<file path="src/rtl/mem_bus_seq_pkg.sv">
package mem_bus_seq_pkg;

  typedef enum logic [2:0] {
    ST_IDLE,
    ST_T1,
    ST_T2,
    ST_T3,
    ST_T4,
    ST_WAIT
  } tState_t;

  typedef enum logic [2:0] {
    CAP_NONE,
    CAP_WORD,
    CAP_LOW,
    CAP_HIGH,
    CAP_BYTE
  } capMode_t;

  typedef struct packed {
    logic     load;
    logic     upperHalf;
    capMode_t capMode;
  } dpCtrl_t;

endpackage

</file>
<file path="src/rtl/mem_bus_seq_ctrl.sv">
module mem_bus_seq_ctrl
  import mem_bus_seq_pkg::*;
#(
  parameter int WAIT_W = 2
) (
  input  logic              clk,
  input  logic              rst,
  input  logic              reqValid,
  output logic              reqReady,
  input  logic [WAIT_W-1:0] cfgWait12,
  input  logic [WAIT_W-1:0] cfgWait23,
  input  logic [WAIT_W-1:0] cfgWait34,
  input  logic              memWaitN,
  input  logic              memByteN,
  input  logic              isWrite,
  input  logic              isWord,
  output dpCtrl_t           dpc,
  output logic              memReqN,
  output logic              memRdN,
  output logic              memWrN,
  output logic              memWdataOe,
  output logic              memWord,
  output logic              doneValid
);

  tState_t           state, resume, bndNext;
  logic [WAIT_W-1:0] waitLeft, bndCfg;
  logic              halfPhase, upper, doneQ, dataPhase;

  always_comb begin
    case (state)
      ST_T1:   begin bndCfg = cfgWait12; bndNext = ST_T2; end
      ST_T2:   begin bndCfg = cfgWait23; bndNext = ST_T3; end
      default: begin bndCfg = cfgWait34; bndNext = ST_T4; end
    endcase
  end

  always_ff @(posedge clk) begin
    if (rst) begin
      state     <= ST_IDLE;
      resume    <= ST_IDLE;
      waitLeft  <= '0;
      halfPhase <= 1'b0;
      upper     <= 1'b0;
      doneQ     <= 1'b0;
    end else begin
      doneQ <= 1'b0;
      case (state)
        ST_IDLE: if (reqValid) begin
          state <= ST_T1;
          upper <= 1'b0;
        end
        ST_T1, ST_T2, ST_T3: begin
          resume    <= bndNext;
          halfPhase <= 1'b0;
          if (bndCfg != '0) begin
            state    <= ST_WAIT;
            waitLeft <= bndCfg;
          end else if (!memWaitN) begin
            state    <= ST_WAIT;
            waitLeft <= '0;
          end else begin
            state <= bndNext;
          end
        end
        ST_WAIT: begin
          if (!halfPhase) begin
            halfPhase <= 1'b1;
          end else begin
            halfPhase <= 1'b0;
            if (waitLeft > WAIT_W'(1)) waitLeft <= waitLeft - WAIT_W'(1);
            else if (!memWaitN)        waitLeft <= '0;
            else                       state    <= resume;
          end
        end
        ST_T4: begin
          if (isWord && !upper && !memByteN) begin
            state <= ST_T1;
            upper <= 1'b1;
          end else begin
            state <= ST_IDLE;
            upper <= 1'b0;
            doneQ <= 1'b1;
          end
        end
        default: state <= ST_IDLE;
      endcase
    end
  end

  always_comb begin
    dataPhase = (state == ST_T2) || (state == ST_T3) || (state == ST_T4) ||
                ((state == ST_WAIT) && (resume != ST_T2));
    reqReady      = (state == ST_IDLE);
    memReqN       = (state == ST_IDLE);
    memRdN        = !(dataPhase && !isWrite);
    memWrN        = !(dataPhase && isWrite);
    memWdataOe    = dataPhase && isWrite;
    memWord       = (state != ST_IDLE) && isWord && !upper;
    doneValid     = doneQ;
    dpc.load      = (state == ST_IDLE) && reqValid;
    dpc.upperHalf = upper;
    dpc.capMode   = CAP_NONE;
    if (state == ST_T4 && !isWrite) begin
      if (!isWord)        dpc.capMode = CAP_BYTE;
      else if (upper)     dpc.capMode = CAP_HIGH;
      else if (!memByteN) dpc.capMode = CAP_LOW;
      else                dpc.capMode = CAP_WORD;
    end
  end

  // completion is a single-clock pulse
  p_done_pulse_r9: assert property (@(posedge clk) disable iff (rst)
    doneValid |=> !doneValid);

  // an accepted request starts the bus and drops ready
  p_accept_start_r9: assert property (@(posedge clk) disable iff (rst)
    (reqReady && reqValid) |=> (!memReqN && !reqReady));

  // every wait state spans two clocks
  p_wait_full_r3: assert property (@(posedge clk) disable iff (rst)
    (state == ST_WAIT && !halfPhase) |=> (state == ST_WAIT));

  // pending internal waits continue whatever memWaitN does
  p_internal_first_r4: assert property (@(posedge clk) disable iff (rst)
    (state == ST_WAIT && halfPhase && waitLeft > WAIT_W'(1)) |=> (state == ST_WAIT));

  // read and write strobes are exclusive
  p_rdwr_excl_r5: assert property (@(posedge clk) disable iff (rst)
    !(!memRdN && !memWrN));

  // no third transaction after the follow-on byte
  p_no_third_r7: assert property (@(posedge clk) disable iff (rst)
    (state == ST_T4 && upper) |=> (state == ST_IDLE));

endmodule

</file>
<file path="src/rtl/mem_bus_seq_dp.sv">
module mem_bus_seq_dp
  import mem_bus_seq_pkg::*;
#(
  parameter int ADDR_W = 16,
  parameter int DATA_W = 16
) (
  input  logic              clk,
  input  logic              rst,
  input  dpCtrl_t           dpc,
  input  logic [ADDR_W-1:0] reqAddr,
  input  logic              reqWrite,
  input  logic              reqWord,
  input  logic [DATA_W-1:0] reqWdata,
  input  logic [DATA_W-1:0] memRdata,
  output logic              isWrite,
  output logic              isWord,
  output logic [ADDR_W-1:0] memAddr,
  output logic [DATA_W-1:0] memWdata,
  output logic [DATA_W-1:0] doneRdata
);

  localparam int BYTE_W = DATA_W / 2;

  logic [ADDR_W-1:0] addrQ;
  logic [DATA_W-1:0] wdataQ, rdataQ;
  logic              writeQ, wordQ;

  always_ff @(posedge clk) begin
    if (rst) begin
      addrQ  <= '0;
      wdataQ <= '0;
      rdataQ <= '0;
      writeQ <= 1'b0;
      wordQ  <= 1'b0;
    end else begin
      if (dpc.load) begin
        addrQ  <= reqAddr;
        wdataQ <= reqWdata;
        writeQ <= reqWrite;
        wordQ  <= reqWord;
      end
      case (dpc.capMode)
        CAP_WORD: rdataQ <= memRdata;
        CAP_LOW:  rdataQ[BYTE_W-1:0] <= memRdata[BYTE_W-1:0];
        CAP_HIGH: rdataQ[DATA_W-1:BYTE_W] <= memRdata[DATA_W-1:BYTE_W];
        CAP_BYTE: rdataQ <= {{BYTE_W{1'b0}},
                             addrQ[0] ? memRdata[DATA_W-1:BYTE_W] : memRdata[BYTE_W-1:0]};
        default:  ;
      endcase
    end
  end

  assign memAddr   = dpc.upperHalf ? addrQ + ADDR_W'(1) : addrQ;
  assign isWrite   = writeQ;
  assign isWord    = wordQ;
  assign doneRdata = rdataQ;

  for (genvar ln = 0; ln < 2; ln++) begin : g_lane
    assign memWdata[ln*BYTE_W +: BYTE_W] =
      !wordQ        ? wdataQ[BYTE_W-1:0] :
      dpc.upperHalf ? wdataQ[DATA_W-1:BYTE_W] :
                      wdataQ[ln*BYTE_W +: BYTE_W];
  end

  // the captured request stays put while a transaction runs
  p_addr_hold_r2: assert property (@(posedge clk) disable iff (rst)
    !dpc.load |=> $stable(addrQ));

endmodule

</file>
<file path="src/rtl/mem_bus_seq.sv">
module mem_bus_seq
  import mem_bus_seq_pkg::*;
#(
  parameter int ADDR_W = 16,
  parameter int DATA_W = 16,
  parameter int WAIT_W = 2
) (
  input  logic              clk,
  input  logic              rst,
  input  logic              reqValid,
  output logic              reqReady,
  input  logic [ADDR_W-1:0] reqAddr,
  input  logic              reqWrite,
  input  logic              reqWord,
  input  logic [DATA_W-1:0] reqWdata,
  input  logic [WAIT_W-1:0] cfgWait12,
  input  logic [WAIT_W-1:0] cfgWait23,
  input  logic [WAIT_W-1:0] cfgWait34,
  output logic              doneValid,
  output logic [DATA_W-1:0] doneRdata,
  output logic [ADDR_W-1:0] memAddr,
  output logic              memReqN,
  output logic              memRdN,
  output logic              memWrN,
  output logic              memWord,
  output logic [DATA_W-1:0] memWdata,
  output logic              memWdataOe,
  input  logic [DATA_W-1:0] memRdata,
  input  logic              memWaitN,
  input  logic              memByteN
);

  dpCtrl_t dpc;
  logic    isWrite, isWord;

  mem_bus_seq_ctrl #(.WAIT_W(WAIT_W)) u_ctrl (
    .clk(clk), .rst(rst), .reqValid(reqValid), .reqReady(reqReady),
    .cfgWait12(cfgWait12), .cfgWait23(cfgWait23), .cfgWait34(cfgWait34),
    .memWaitN(memWaitN), .memByteN(memByteN), .isWrite(isWrite), .isWord(isWord),
    .dpc(dpc), .memReqN(memReqN), .memRdN(memRdN), .memWrN(memWrN),
    .memWdataOe(memWdataOe), .memWord(memWord), .doneValid(doneValid)
  );

  mem_bus_seq_dp #(.ADDR_W(ADDR_W), .DATA_W(DATA_W)) u_dp (
    .clk(clk), .rst(rst), .dpc(dpc), .reqAddr(reqAddr), .reqWrite(reqWrite),
    .reqWord(reqWord), .reqWdata(reqWdata), .memRdata(memRdata),
    .isWrite(isWrite), .isWord(isWord), .memAddr(memAddr),
    .memWdata(memWdata), .doneRdata(doneRdata)
  );

endmodule

</file>
<file path="config.mk">
export PLATFORM = sky130hd
export DESIGN_NAME = mem_bus_seq
export DESIGN_NICKNAME = d
export VERILOG_FILES = /design/src/rtl/mem_bus_seq_pkg.sv /design/src/rtl/mem_bus_seq_ctrl.sv /design/src/rtl/mem_bus_seq_dp.sv /design/src/rtl/mem_bus_seq.sv
export SDC_FILE = /design/constraint.sdc
export NUM_CORES = 1
export LEC_CHECK = 0
export BUFFER_PORTS_ARGS = -buffer_cell sky130_fd_sc_hd__buf_4
export CORE_ASPECT_RATIO = 1.5
export CORE_UTILIZATION = 53
export DETAILED_ROUTE_END_ITERATION = 10
export PLACE_DENSITY = 0.83
export SETUP_SLACK_MARGIN = 0.05
export SLEW_MARGIN = 30
export SYNTH_ARGS = -nofsm -noshare
export SYNTH_HDL_FRONTEND = slang
export SYNTH_SLANG_ARGS = --single-unit
</file>
<file path="constraint.sdc">
create_clock -name clk -period 3.8 [get_ports clk]
set_input_delay 0.19 -clock clk [delete_from_list [all_inputs] [get_ports clk]]
set_output_delay 0.19 -clock clk [all_outputs]
set_load 0.05 [all_outputs]
</file>
==> impl_metrics.toml <==
[status]
status = "completed"

[global_routing]
grt_pass1_wl_um = 13200
grt_remaining_overflow = 0
grt_pass1_vias = 2951
grtUsageTotal_pct = 28.0
grt_max_degree = 60
met1_usage_pct = 30.7
antenna_found_initial = 0
met2_usage_pct = 50.5
grt-busiest-layer = "met2"
groute.layer.met3.usage_pct = 4.59

[drt]
drc_errors = 0
drt-vias-per-instance = 5.51
wl_um = 8130
ant_nets = 0
drt-initial-drc-count = 189
dr_total_vias = 3083
first_pass_iters = 4
routedWlPerCell_um = 14.5

[worst_setup_path]
reg2reg_depth = 4
worstPathCellList = "and4_1, and3_1, nand3_1, nor4_1, xor2_1, buf_4"
critPathBufInv = 1
critical_path.max_fanout = 5
cp_top_family = "simple AND/OR/NAND/NOR gates"
cp-start-kind = "flop"
r2r_start = "u_ctrl.state[2]"
end_kind = "primary output"
slowest_delay_ps = 510
cp_data_arrival_time_ps = 2300
crit_required_ps = 3610
crit_type = "flop to primary output"
cp_slowest_cell = "nor4_1"
r2r_end = "u_dp.doneRdata[3]"
reg2reg_slack_ps = 1440

[sta]
worst_slew_pin_slew_ps = 832
hold_violations = 0
fin_crit_sh_pct = 65.4
period_minus_slack_ps = 2490
report.final.slew_viol_count = 0
relSlewSlack_pct = 44.1
clock_skew_ps = 10.1
finalSetupViolations = 0
setup_tns_ps = 0
hold_slack_ps = 105
fmax_mhz = 402
grt_setup_unrepaired = "false"

[min_path]
holdCritPathClass = "input port to flop"
hold_depth = 3
hold_end = "u_dp.addrQ[1]"
min_from = "reqAddr[1]"

[clocking]
cts.sinks = 61
cts_tree = "done"
cts_resized = 0
clkLatencyLatePin_ps = 330
htreeDepth = 3
cts_buffers = 9
clock_path_buffers = 2
cts_hold_buffers = 0
cts_root_buffer = "clkbuf_8"
post_cts_buffers = 0
clkTransAtPathRegs_ps = 70

[yosys]
synthFlopType = "dfxtp_1"
yosysMostFrequentCell = "nand2_1"
yosysSeqAreaShare_pct = 40.0
synth-edff-count = 0
netlist-cell-type-count = 52
netlist_area_sq_um = 3050
synth.largest_area_cell = "dfxtp_1"
synth_top_area_share_pct = 40.0
synth.area.top_cells = "dfxtp_1 40%, nand2_1 11%, a21oi_1 8.2%"
synth_nets = 446
ys_seq_elements = 61
synthArstFlopShare_pct = 0
synth.avg_cell_area_sq_um = 7.95
ys_warn_count = 0
netlist_top_cells_count = "93 x nand2_1, 61 x dfxtp_1, 50 x a21oi_1, 22 x nor2_1, 18 x mux2_2"
syn_inst = 384

[placed_design]
gp_congestion = 0.864
dpl.hpwl_um = 6010
dp_cells = 544
place_area_sq_um = 3900
io_buffers = 115

[floorplan]
coreArea_sq_um = 5490
dieArea_sq_um = 6080
initial_utilization_pct = 55.6
die_h_um = 95.0
row_count = 33
die_w_um = 64.0
io_pins = 116

[power]
leakagePower_nw = 1.82
vdd_drop_max_uv = 396
powerDensity_nw_per_um2 = 486

[cells_and_area]
syn_to_final_growth_pct = 34.1
fin_area_sq_um = 4100
utilization_pct = 74.6
fin_cells = 560
num_antenna_cells = 0
drive_gt1_share_pct = 31.8
nets = 547

[run]
cap_violations = 0
==> registers in the layout, indices dropped and copies added, names as in the netlist <==
name,cells
u_ctrl.resume,3
u_ctrl.halfPhase,1
u_dp.wdataQ,16
u_ctrl.waitLeft,2
u_ctrl.upper,1
u_dp.addrQ,16
u_dp.isWord,1
u_dp.doneRdata,16
u_ctrl.doneValid,1
u_dp.isWrite,1
u_ctrl.state,3
==> how the worst max path moves through the flow <==
stage | startpoint | endpoint | slack, ps | depth (start not counted)
after floorplan | u_ctrl.state[1] | u_dp.addrQ[10] | 1140 | 6
after global placement | u_ctrl.state[2] | u_dp.doneRdata[4] | 1550 | 4
after detailed placement | u_ctrl.state[2] | u_dp.doneRdata[5] | 1480 | 4
after CTS | u_dp.addrQ[4] | memAddr[15] | 1350 | 6
after global routing | u_dp.addrQ[3] | memAddr[15] | 1170 | 6
final | u_dp.addrQ[4] | memAddr[15] | 1310 | 6
==> worst reg2reg max path: cells and delay by family (launching register included) <==
family / cells / cell delay (ps)
AND/OR/NAND/NOR: 2 / 1020
multiplexers: 1 / 200
AO/OA/AOI/OAI: 1 / 240
flip-flops: 1 / 830
==> cells by family after synthesis <==
group,share of synthesized area (%)
and+or+nand+nor,25.2
AOI/OAI and AO/OA,16.4
DFF,40.0
buffers and inverters,4.47
muxes,9.26
xor gates and xnor gates,4.30
adders and majority gates,0.410
==> metrics by stage <==
step,power [W],setup slack (ps)
global route,0.00208,1170
global placement,0.00143,1550
detailed placement,0.00144,1480
CTS,0.00200,1350
floorplan,0.00125,1140
finish,0.00199,1310
==> power breakdown <==
part | switching (W) | leakage (nW) | total [W] | internal, W
clock network | 0.000239 | 0.0964 | 0.000558 | 0.000319
logic | 0.000418 | 1.22 | 0.000650 | 0.000232
registers | 0.0000805 | 0.498 | 0.000784 | 0.000703
total | 0.000738 | 1.82 | 0.00199 | 0.00125
==> cell usage in the layout, fill, tap and decap left out, drive strengths merged, types with 3 or more instances in the layout <==
master / synthesis / layout
clkbuf: 13 / 12
xor2: 9 / 9
dfxtp: 61 / 61
nand4: 3 / 3
nand2b: 9 / 9
nor3: 6 / 6
mux2: 18 / 18
nor2: 23 / 23
inv: 5 / 5
nand2: 94 / 94
xnor2: 6 / 6
mux2i: 8 / 8
buf: 13 / 116
nand3: 15 / 15
a21oi: 50 / 50
o21ai: 6 / 6
a211oi: 10 / 10
nor3b: 3 / 3
==> metal layers <==
metal	share of wire (%)	vias to the layer above
met5	0	-
met2	51	125
li1	-	1521
met1	39	1407
met3	6.0	30
met4	3.6	0
==> layout make-up <==
| cell class | count | area (sq um) |
|---|---|---|
| fill | 447 | 1400 |
| timing repair buffer | 116 | 871 |
| multi-input combinational | 292 | 1710 |
| clock inverter | 4 | 47.5 |
| inverter | 5 | 18.8 |
| clock buffer | 12 | 145 |
| sequential | 61 | 1220 |
| tap | 70 | 87.6 |
Note: power is estimated with default switching activity, not from simulation.
